===== config.mk =====
export PLATFORM = sky130hd
export DESIGN_NAME = alu_branch_unit
export DESIGN_NICKNAME = d
export VERILOG_FILES = /design/src/rtl/alu_br_pkg.sv /design/src/rtl/alu_addsub.sv /design/src/rtl/flag_reg.sv /design/src/rtl/branch_eval.sv /design/src/rtl/alu_branch_unit.sv
export SDC_FILE = /design/constraint.sdc
export NUM_CORES = 1
export LEC_CHECK = 0
export CAP_MARGIN = 20
export CORE_MARGIN = 5
export CORE_UTILIZATION = 38
export CTS_CLUSTER_SIZE = 20
export DETAILED_ROUTE_END_ITERATION = 8
export PLACE_DENSITY = 0.92
export SYNTH_ARGS = -nofsm -noshare
export SYNTH_HDL_FRONTEND = slang
export SYNTH_SLANG_ARGS = --single-unit

===== constraint.sdc =====
create_clock -name clk_i -period 14.4 [get_ports clk_i]
set_clock_uncertainty 0.1 [all_clocks]
set_input_delay 4.32 -clock clk_i [delete_from_list [all_inputs] [get_ports clk_i]]
set_output_delay 4.32 -clock clk_i [all_outputs]
set_load 0.05 [all_outputs]

===== src/rtl/alu_br_pkg.sv =====
package alu_br_pkg;
  localparam int unsigned DATA_W = 8;
  localparam int unsigned COND_W = 4;

  typedef struct packed {
    logic c;
    logic s;
    logic z;
    logic v;
  } flags_t;

  typedef enum logic [COND_W-1:0] {
    CC_EQ = 4'd0,  CC_NE = 4'd1,  CC_CS = 4'd2,  CC_CC = 4'd3,
    CC_PL = 4'd4,  CC_MI = 4'd5,  CC_VS = 4'd6,  CC_VC = 4'd7,
    CC_HI = 4'd8,  CC_HS = 4'd9,  CC_LO = 4'd10, CC_LS = 4'd11,
    CC_GT = 4'd12, CC_GE = 4'd13, CC_LT = 4'd14, CC_LE = 4'd15
  } cond_e;
endpackage


===== src/rtl/alu_addsub.sv =====
module alu_addsub
  import alu_br_pkg::*;
#(
  parameter int unsigned W = DATA_W
) (
  input  logic [W-1:0] a_i,
  input  logic [W-1:0] b_i,
  input  logic         sub_i,
  output logic [W-1:0] sum_o,
  output flags_t       nflags_o
);
  localparam int unsigned MSB = W - 1;

  logic [W-1:0] bx;
  logic [W:0]   cy;

  assign bx    = sub_i ? ~b_i : b_i;
  assign cy[0] = sub_i;

  for (genvar i = 0; i < W; i++) begin : g_bit
    assign sum_o[i]  = a_i[i] ^ bx[i] ^ cy[i];
    assign cy[i+1]   = (a_i[i] & bx[i]) | (cy[i] & (a_i[i] ^ bx[i]));
  end

  assign nflags_o.c = cy[W];
  assign nflags_o.s = sum_o[MSB];
  assign nflags_o.z = ~|sum_o;
  assign nflags_o.v = cy[W] ^ cy[MSB];
endmodule


===== src/rtl/flag_reg.sv =====
module flag_reg
  import alu_br_pkg::*;
(
  input  logic   clk_i,
  input  logic   rst_ni,
  input  logic   en_i,
  input  flags_t d_i,
  output flags_t q_o
);
  always_ff @(posedge clk_i or negedge rst_ni) begin
    if (!rst_ni)   q_o <= '0;
    else if (en_i) q_o <= d_i;
  end

  p_hold_r5: assert property (@(posedge clk_i) disable iff (!rst_ni)
    !en_i |=> $stable(q_o));
endmodule


===== src/rtl/branch_eval.sv =====
module branch_eval
  import alu_br_pkg::*;
(
  input  logic [COND_W-1:0] cond_i,
  input  flags_t            flags_i,
  output logic              taken_o
);
  logic sv_lt;
  assign sv_lt = flags_i.s ^ flags_i.v;

  always_comb begin
    unique case (cond_e'(cond_i))
      CC_EQ: taken_o = flags_i.z;
      CC_NE: taken_o = ~flags_i.z;
      CC_CS: taken_o = flags_i.c;
      CC_CC: taken_o = ~flags_i.c;
      CC_PL: taken_o = ~flags_i.s;
      CC_MI: taken_o = flags_i.s;
      CC_VS: taken_o = flags_i.v;
      CC_VC: taken_o = ~flags_i.v;
      CC_HI: taken_o = flags_i.c & ~flags_i.z;
      CC_HS: taken_o = flags_i.c;
      CC_LO: taken_o = ~flags_i.c;
      CC_LS: taken_o = ~flags_i.c | flags_i.z;
      CC_GT: taken_o = ~sv_lt & ~flags_i.z;
      CC_GE: taken_o = ~sv_lt;
      CC_LT: taken_o = sv_lt;
      CC_LE: taken_o = sv_lt | flags_i.z;
      default: taken_o = 1'b0;
    endcase
  end
endmodule


===== src/rtl/alu_branch_unit.sv =====
module alu_branch_unit
  import alu_br_pkg::*;
(
  input  logic              clk_i,
  input  logic              rst_ni,
  input  logic [DATA_W-1:0] a_i,
  input  logic [DATA_W-1:0] b_i,
  input  logic              sub_i,
  input  logic              flag_en_i,
  input  logic [COND_W-1:0] cond_i,
  output logic [DATA_W-1:0] result_o,
  output logic [3:0]        flags_o,
  output logic              branch_taken_o
);
  flags_t nflags, flags_q;

  alu_addsub #(.W(DATA_W)) u_addsub (
    .a_i(a_i), .b_i(b_i), .sub_i(sub_i), .sum_o(result_o), .nflags_o(nflags)
  );

  flag_reg u_flags (
    .clk_i(clk_i), .rst_ni(rst_ni), .en_i(flag_en_i), .d_i(nflags), .q_o(flags_q)
  );

  branch_eval u_eval (
    .cond_i(cond_i), .flags_i(flags_q), .taken_o(branch_taken_o)
  );

  assign flags_o = flags_q;

  // one edge seen out of reset
  logic past_ok;
  always_ff @(posedge clk_i or negedge rst_ni) begin
    if (!rst_ni) past_ok <= 1'b0;
    else         past_ok <= 1'b1;
  end

  p_add_carry_r1: assert property (@(posedge clk_i) disable iff (!rst_ni)
    past_ok && $past(flag_en_i && !sub_i) |->
      flags_q.c == (({1'b0, $past(a_i)} + {1'b0, $past(b_i)}) >> DATA_W));
  p_sub_carry_r2: assert property (@(posedge clk_i) disable iff (!rst_ni)
    past_ok && $past(flag_en_i && sub_i) |-> flags_q.c == ($past(a_i) >= $past(b_i)));
  p_zero_r3: assert property (@(posedge clk_i) disable iff (!rst_ni)
    past_ok && $past(flag_en_i) |-> flags_q.z == ($past(result_o) == '0));
  p_signed_ge_r9: assert property (@(posedge clk_i) disable iff (!rst_ni)
    past_ok && $past(flag_en_i && sub_i) && $stable(flags_q) && cond_i == CC_GE |->
      branch_taken_o == ($signed($past(a_i)) >= $signed($past(b_i))));
  p_unsigned_hi_r8: assert property (@(posedge clk_i) disable iff (!rst_ni)
    past_ok && $past(flag_en_i && sub_i) && cond_i == CC_HI |->
      branch_taken_o == ($past(a_i) > $past(b_i)));
endmodule


Yosys cells after proc, flatten, opt, wreduce, memory -nomap -nowiden. Index checks and enable logic that the tools add are counted.

Input bits: 24. RAM bits: 0. Output and inout bits: 13. Latch bits: 0. Flip-flop bits (word level): 4. Memory bits (read-only): 0. Memories kept: 0.

Magnitude comparators: 0. Multiply operators: 0. Equal/unequal tests: 15. Shift operators: 0. Bitwise gates (word level): 52. Divide/modulo/power cells: 0. Add/sub/neg operators: 0. Reduce and logical (&&, ||, !) cells: 5. Mux-type cells: 2.

Operators by type and width (number): $eq A4 B4 Y1 const B (8); $and A1 B1 Y1 (18); $xor A1 B1 Y1 (18); $eq A4 B3 Y1 const B (4); $pmux W1 S14 (1); $or A1 B1 Y1 (10); $eq A4 B2 Y1 const B (2); $mux W8 (1); $not A8 Y8 (1); $reduce_or A8 Y1 (1); $not A1 Y1 (5); $eq A4 B1 Y1 const B (1); $logic_not A4 Y1 (1); $reduce_or A2 Y1 (2); $logic_not A1 Y1 (1).

Depth between registers and ports, before layout.
Depth in word-level cells: 20. Mapped depth: 15.

Cells and area by module. Synthesis repeated with hierarchy kept, for this count alone.

Cells, all modules: 62. Area, all modules: 595.6 µm².

Modules (own cells, without submodules): alu_addsub (instances 1, cells an instance 35, area each 319.1 µm², seq. area each 0.0 µm²); flag_reg (instances 1, cells an instance 8, area each 145.1 µm², seq. area each 100.1 µm²); branch_eval (instances 1, cells an instance 19, area each 131.4 µm², seq. area each 0.0 µm²).

Least setup slack after synthesis. Ideal clock, no wire load.

Path type: input to output. Start: input sub_i. End: output result_o[7]. Setup slack: 2306 ps. Arrival: 7674 ps. Buffers on the path: 2. Cell stages on the path: 13. Path through: clkbuf_1 > xnor2_1 > fa_1 > fa_1 > fa_1 > inv_1 > fa_1 > inv_1 > fa_1 > fa_1 > inv_1 > fa_1 > buf_4.

RTL lines: start, declared (line alu_branch_unit.sv:8) `input logic sub_i,`; end, declared (line alu_branch_unit.sv:11) `output logic [DATA_W-1:0] result_o,`.

Worst setup path after layout.
Start: input sub_i. End: output result_o[7].

Word-level cells in the longest chain between the ends: 17.

Ends and longest elaborated chain: $mux W8 (line alu_addsub.sv:17) `assign bx = sub_i ? ~b_i : b_i;`; $xor A1 B1 Y1 (line alu_addsub.sv:22) `assign cy[i+1] = (a_i[i] & bx[i]) | (cy[i] & (a_i[i] ^ bx[i]));`; $and A1 B1 Y1 (line alu_addsub.sv:22); $or A1 B1 Y1 (line alu_addsub.sv:22); $and A1 B1 Y1 (line alu_addsub.sv:22); $or A1 B1 Y1 (line alu_addsub.sv:22); $and A1 B1 Y1 (line alu_addsub.sv:22); $or A1 B1 Y1 (line alu_addsub.sv:22); $and A1 B1 Y1 (line alu_addsub.sv:22); $or A1 B1 Y1 (line alu_addsub.sv:22); $and A1 B1 Y1 (line alu_addsub.sv:22); $or A1 B1 Y1 (line alu_addsub.sv:22); $and A1 B1 Y1 (line alu_addsub.sv:22); $or A1 B1 Y1 (line alu_addsub.sv:22); $and A1 B1 Y1 (line alu_addsub.sv:22); $or A1 B1 Y1 (line alu_addsub.sv:22); $xor A1 B1 Y1 * (line alu_addsub.sv:21) `assign sum_o[i] = a_i[i] ^ bx[i] ^ cy[i];`.

Mark *: on every way between the ends. The rest lies on a longest branch, timed or not.

==> flow_metrics.env <==
export IMPL_cp_top_family="adder cells"
export IMPL_ir_drop_uv=70.58
export IMPL_dp_cells=111
export IMPL_final_cell_area_um2=963.4
export IMPL_ys_warn_count=0
export IMPL_dieArea_um2=2380
export IMPL_critPathBufInv=5
export IMPL_syn_nets=92
export IMPL_synth_xor_area_share_pct=18.38
export IMPL_drive_gt1_share_pct=9.184
export IMPL_yosys_top_cells_area="fa_1 (25%), dfrtp_1 (18%), xnor2_1 (12%), inv_1 (9.2%), xor2_1 (6.1%)"
export IMPL_n_antenna_cell=0
export IMPL_synthCells=61
export IMPL_crit_arrival_ns=8.74
export IMPL_rsz0062_at_grt="no"
export IMPL_nets=131
export IMPL_sw_frac_of_total_pct=51.24
export IMPL_leakage_nw=0.4134
export IMPL_crit_chain="clkdlybuf4s50_1 -> xnor2_1 -> fa_1 -> fa_1 -> fa_1 -> inv_1 -> fa_1 -> inv_1 -> fa_1 -> fa_1 -> inv_1 -> fa_1 -> clkdlybuf4s50_1"
export IMPL_top_regs="u_flags.q_o x4"
export IMPL_synthMuxAreaShare_pct=7.659
export IMPL_dpl_hpwl_mm=1.323
export IMPL_multi_input_area_um2=407.9
export IMPL_num_io_pins=37
export IMPL_hold_viol=0
export IMPL_p_switching_mw=0.05949
export IMPL_mostFrequentLayoutCells="clkdlybuf4s50_1 (36), inv_1 (14), xnor2_1 (8), fa_1 (7)"
export IMPL_drc_errors=0
export IMPL_ctsHoldBuffers=0
export IMPL_die_h_um=48.79
export IMPL_antenna_found_initial=0
export IMPL_max_freq_mhz=75.98
export IMPL_cap_violations=0
export IMPL_tightestPinTransition_ns=0.5117
export IMPL_ys_seq_area_share_pct=17.51
export IMPL_cts_buffers=3
export IMPL_crit_required_ns=9.98
export IMPL_start_kind="input port"
export IMPL_slew_viol_final=0
export IMPL_crit_type="input port to primary output"
export IMPL_grt_max_degree=9
export IMPL_path_max_fanout=8
export IMPL_final_common_cell="clkdlybuf4s50_1"
export IMPL_num_rows=14
export IMPL_ant_nets=0
export IMPL_yosys_area_top_type_share_pct=24.51
export IMPL_synth_compound_area_share_pct=11.16
export IMPL_final_setup_tns_ns=0
export IMPL_final_setup_viol_count=0
export IMPL_die_x_um=48.79
export IMPL_post_cts_resize_count=0
export IMPL_nFillCells=121
export IMPL_cts_htree_levels=1
export IMPL_drtPass1Iterations=4
export IMPL_p_per_area_nw_per_um2=120.5
export IMPL_total_power_mw=0.1161
export IMPL_cp_slowest_cell="clkdlybuf4s50_1"
export IMPL_slew_limit_headroom_pct=65.78
export IMPL_min_period_ns=13.16
export IMPL_cp_common_cell="fa_1"
export IMPL_cts_setup_buffers=0
export IMPL_insertion_delay_ns=0.23
export IMPL_clk_pin_slew_ns=0.03
export IMPL_status="finished, final reports clean"
export IMPL_areaGrowthSynthToFinish_pct=68.49
export IMPL_netlist_area_um2=571.8
export IMPL_gp_congestion=0.7043
export IMPL_regMostFlops="u_flags.q_o"
export IMPL_hold_class="flip-flop to flip-flop"
export IMPL_internal_power_mw=0.05662
export IMPL_grt_pass1_vias=562
export IMPL_cts_tree="yes"
export IMPL_finalCritPeriodShare_pct=91.40
export IMPL_overflow=0
export IMPL_p_clk_share_pct=11.5
export IMPL_drt_initial_drc_count=2
export IMPL_clockRootBuffer="clkbuf_4"
export IMPL_synth_top_family_by_area="adder cells"
export IMPL_hold_slack_ns=0.4580
export IMPL_placed_cell_area_um2=940.9
export IMPL_start_util_pct=38.86
export IMPL_vias_per_cell=4.825
export IMPL_cts_sinks=4
export IMPL_synthAdderAreaFrac_pct=24.51
export IMPL_port_buffers=36
export IMPL_instances_no_fill=114
export IMPL_grt_pass1_wl_mm=2.339
export IMPL_cts_buffer_depth=2
export IMPL_wl_per_cell_um=13.09
export IMPL_ys_ff_latch=4
export IMPL_seq_power_share_pct=15.0
export IMPL_critPathCaptureType="primary output"
export IMPL_comb_power_share_pct=73.4
export IMPL_synth_area_per_cell_um2=9.374
export IMPL_yosysTopAreaCell="fa_1"
export IMPL_vias=550
export IMPL_routed_wl_mm=1.492
export IMPL_largest_register_ffs=4
export IMPL_regArea_um2=100.1
export IMPL_ys_types=23
export IMPL_cpPeakStageDelay_ns=0.73
export IMPL_core_area_um2=1471
export IMPL_grt_usage_pct=12.39
export IMPL_synthSimpleGateAreaFrac_pct=9.628
## power by group through the flow
stage / Sequential [mW] / Clock (mW) / Combinational, mW
6_report: 0.0174 / 0.0134 / 0.0853
5_1_grt: 0.0179 / 0.0151 / 0.0899
4_1_cts: 0.0175 / 0.0140 / 0.0862
3_5_place_dp: 0.0176 / 0 / 0.0860
3_3_place_gp: 0.0171 / 0 / 0.0841
2_1_floorplan: 0.0258 / 0 / 0.0482
## final cells by class
cell class,instances,share of cell area (%)
multi-input combinational,41,42.34
timing repair buffer,36,37.40
sequential,4,10.39
inverter,14,5.455
clock buffer,3,2.338
tap,16,2.078
## Yosys cell counts
cell type   n
dfrtp_1     4
o21ai_0     2
nor3_1      1
mux2i_1     1
or4_2       1
xor2_1      4
and2b_2     1
and2b_1     1
a2111o_1    1
xnor2_1     8
clkbuf_1    1
o21ai_2     1
mux2_2      3
o211ai_1    1
fa_1        7
nand4_1     1
nor4_1      1
and3b_1     1
buf_4       1
o22ai_1     1
a21oi_1     4
nand2_1     1
inv_1      14
## path summary, 6_finish.rpt
| kind | start | depth (start not counted) | end | slack [ns] |
|---|---|---|---|---|
| max in group asynchronous | rst_ni | 1 | u_flags.q_o[0]$_DFFE_PN0P_ | 9.84 |
| setup / recovery | sub_i | 13 | result_o[7] | 1.24 |
| hold reg to reg | u_flags.q_o[3]$_DFFE_PN0P_ | 1 | u_flags.q_o[3]$_DFFE_PN0P_ | 0.46 |
| min in group asynchronous | rst_ni | 1 | u_flags.q_o[1]$_DFFE_PN0P_ | 4.19 |
| hold / removal | u_flags.q_o[3]$_DFFE_PN0P_ | 1 | u_flags.q_o[3]$_DFFE_PN0P_ | 0.46 |
| setup reg to reg | u_flags.q_o[2]$_DFFE_PN0P_ | 1 | u_flags.q_o[2]$_DFFE_PN0P_ | 13.48 |
## stage by stage
stage / worst slack (ns) / utilization (%)
5_1_grt: 1.076 / 65.48
4_1_cts: 1.213 / 65.48
3_3_place_gp: 1.335 / 63.95
2_1_floorplan: 2.306 / -
6_report: 1.239 / 65.48
3_5_place_dp: 1.217 / 63.95
## cell families after synthesis
logic type                 Yosys count
buffers and inverters               16
xor gates and xnor gates            12
AOI/OAI and AO/OA                   10
and+or+nand+nor                      8
adders and majority gates            7
muxes                                4
DFF                                  4
## layer usage
metal | track usage (%) | wire [um] | up-vias | share of wire (%)
met5 | 0 | 0 | - | 0
met4 | 2.691 | 0 | 0 | 0
met3 | 3.364 | 77 | 0 | 5.2
met2 | 23.48 | 847 | 17 | 57
met1 | 13.41 | 567 | 262 | 38
li1 | - | - | 271 | -
(Power assumes the default switching activity.)
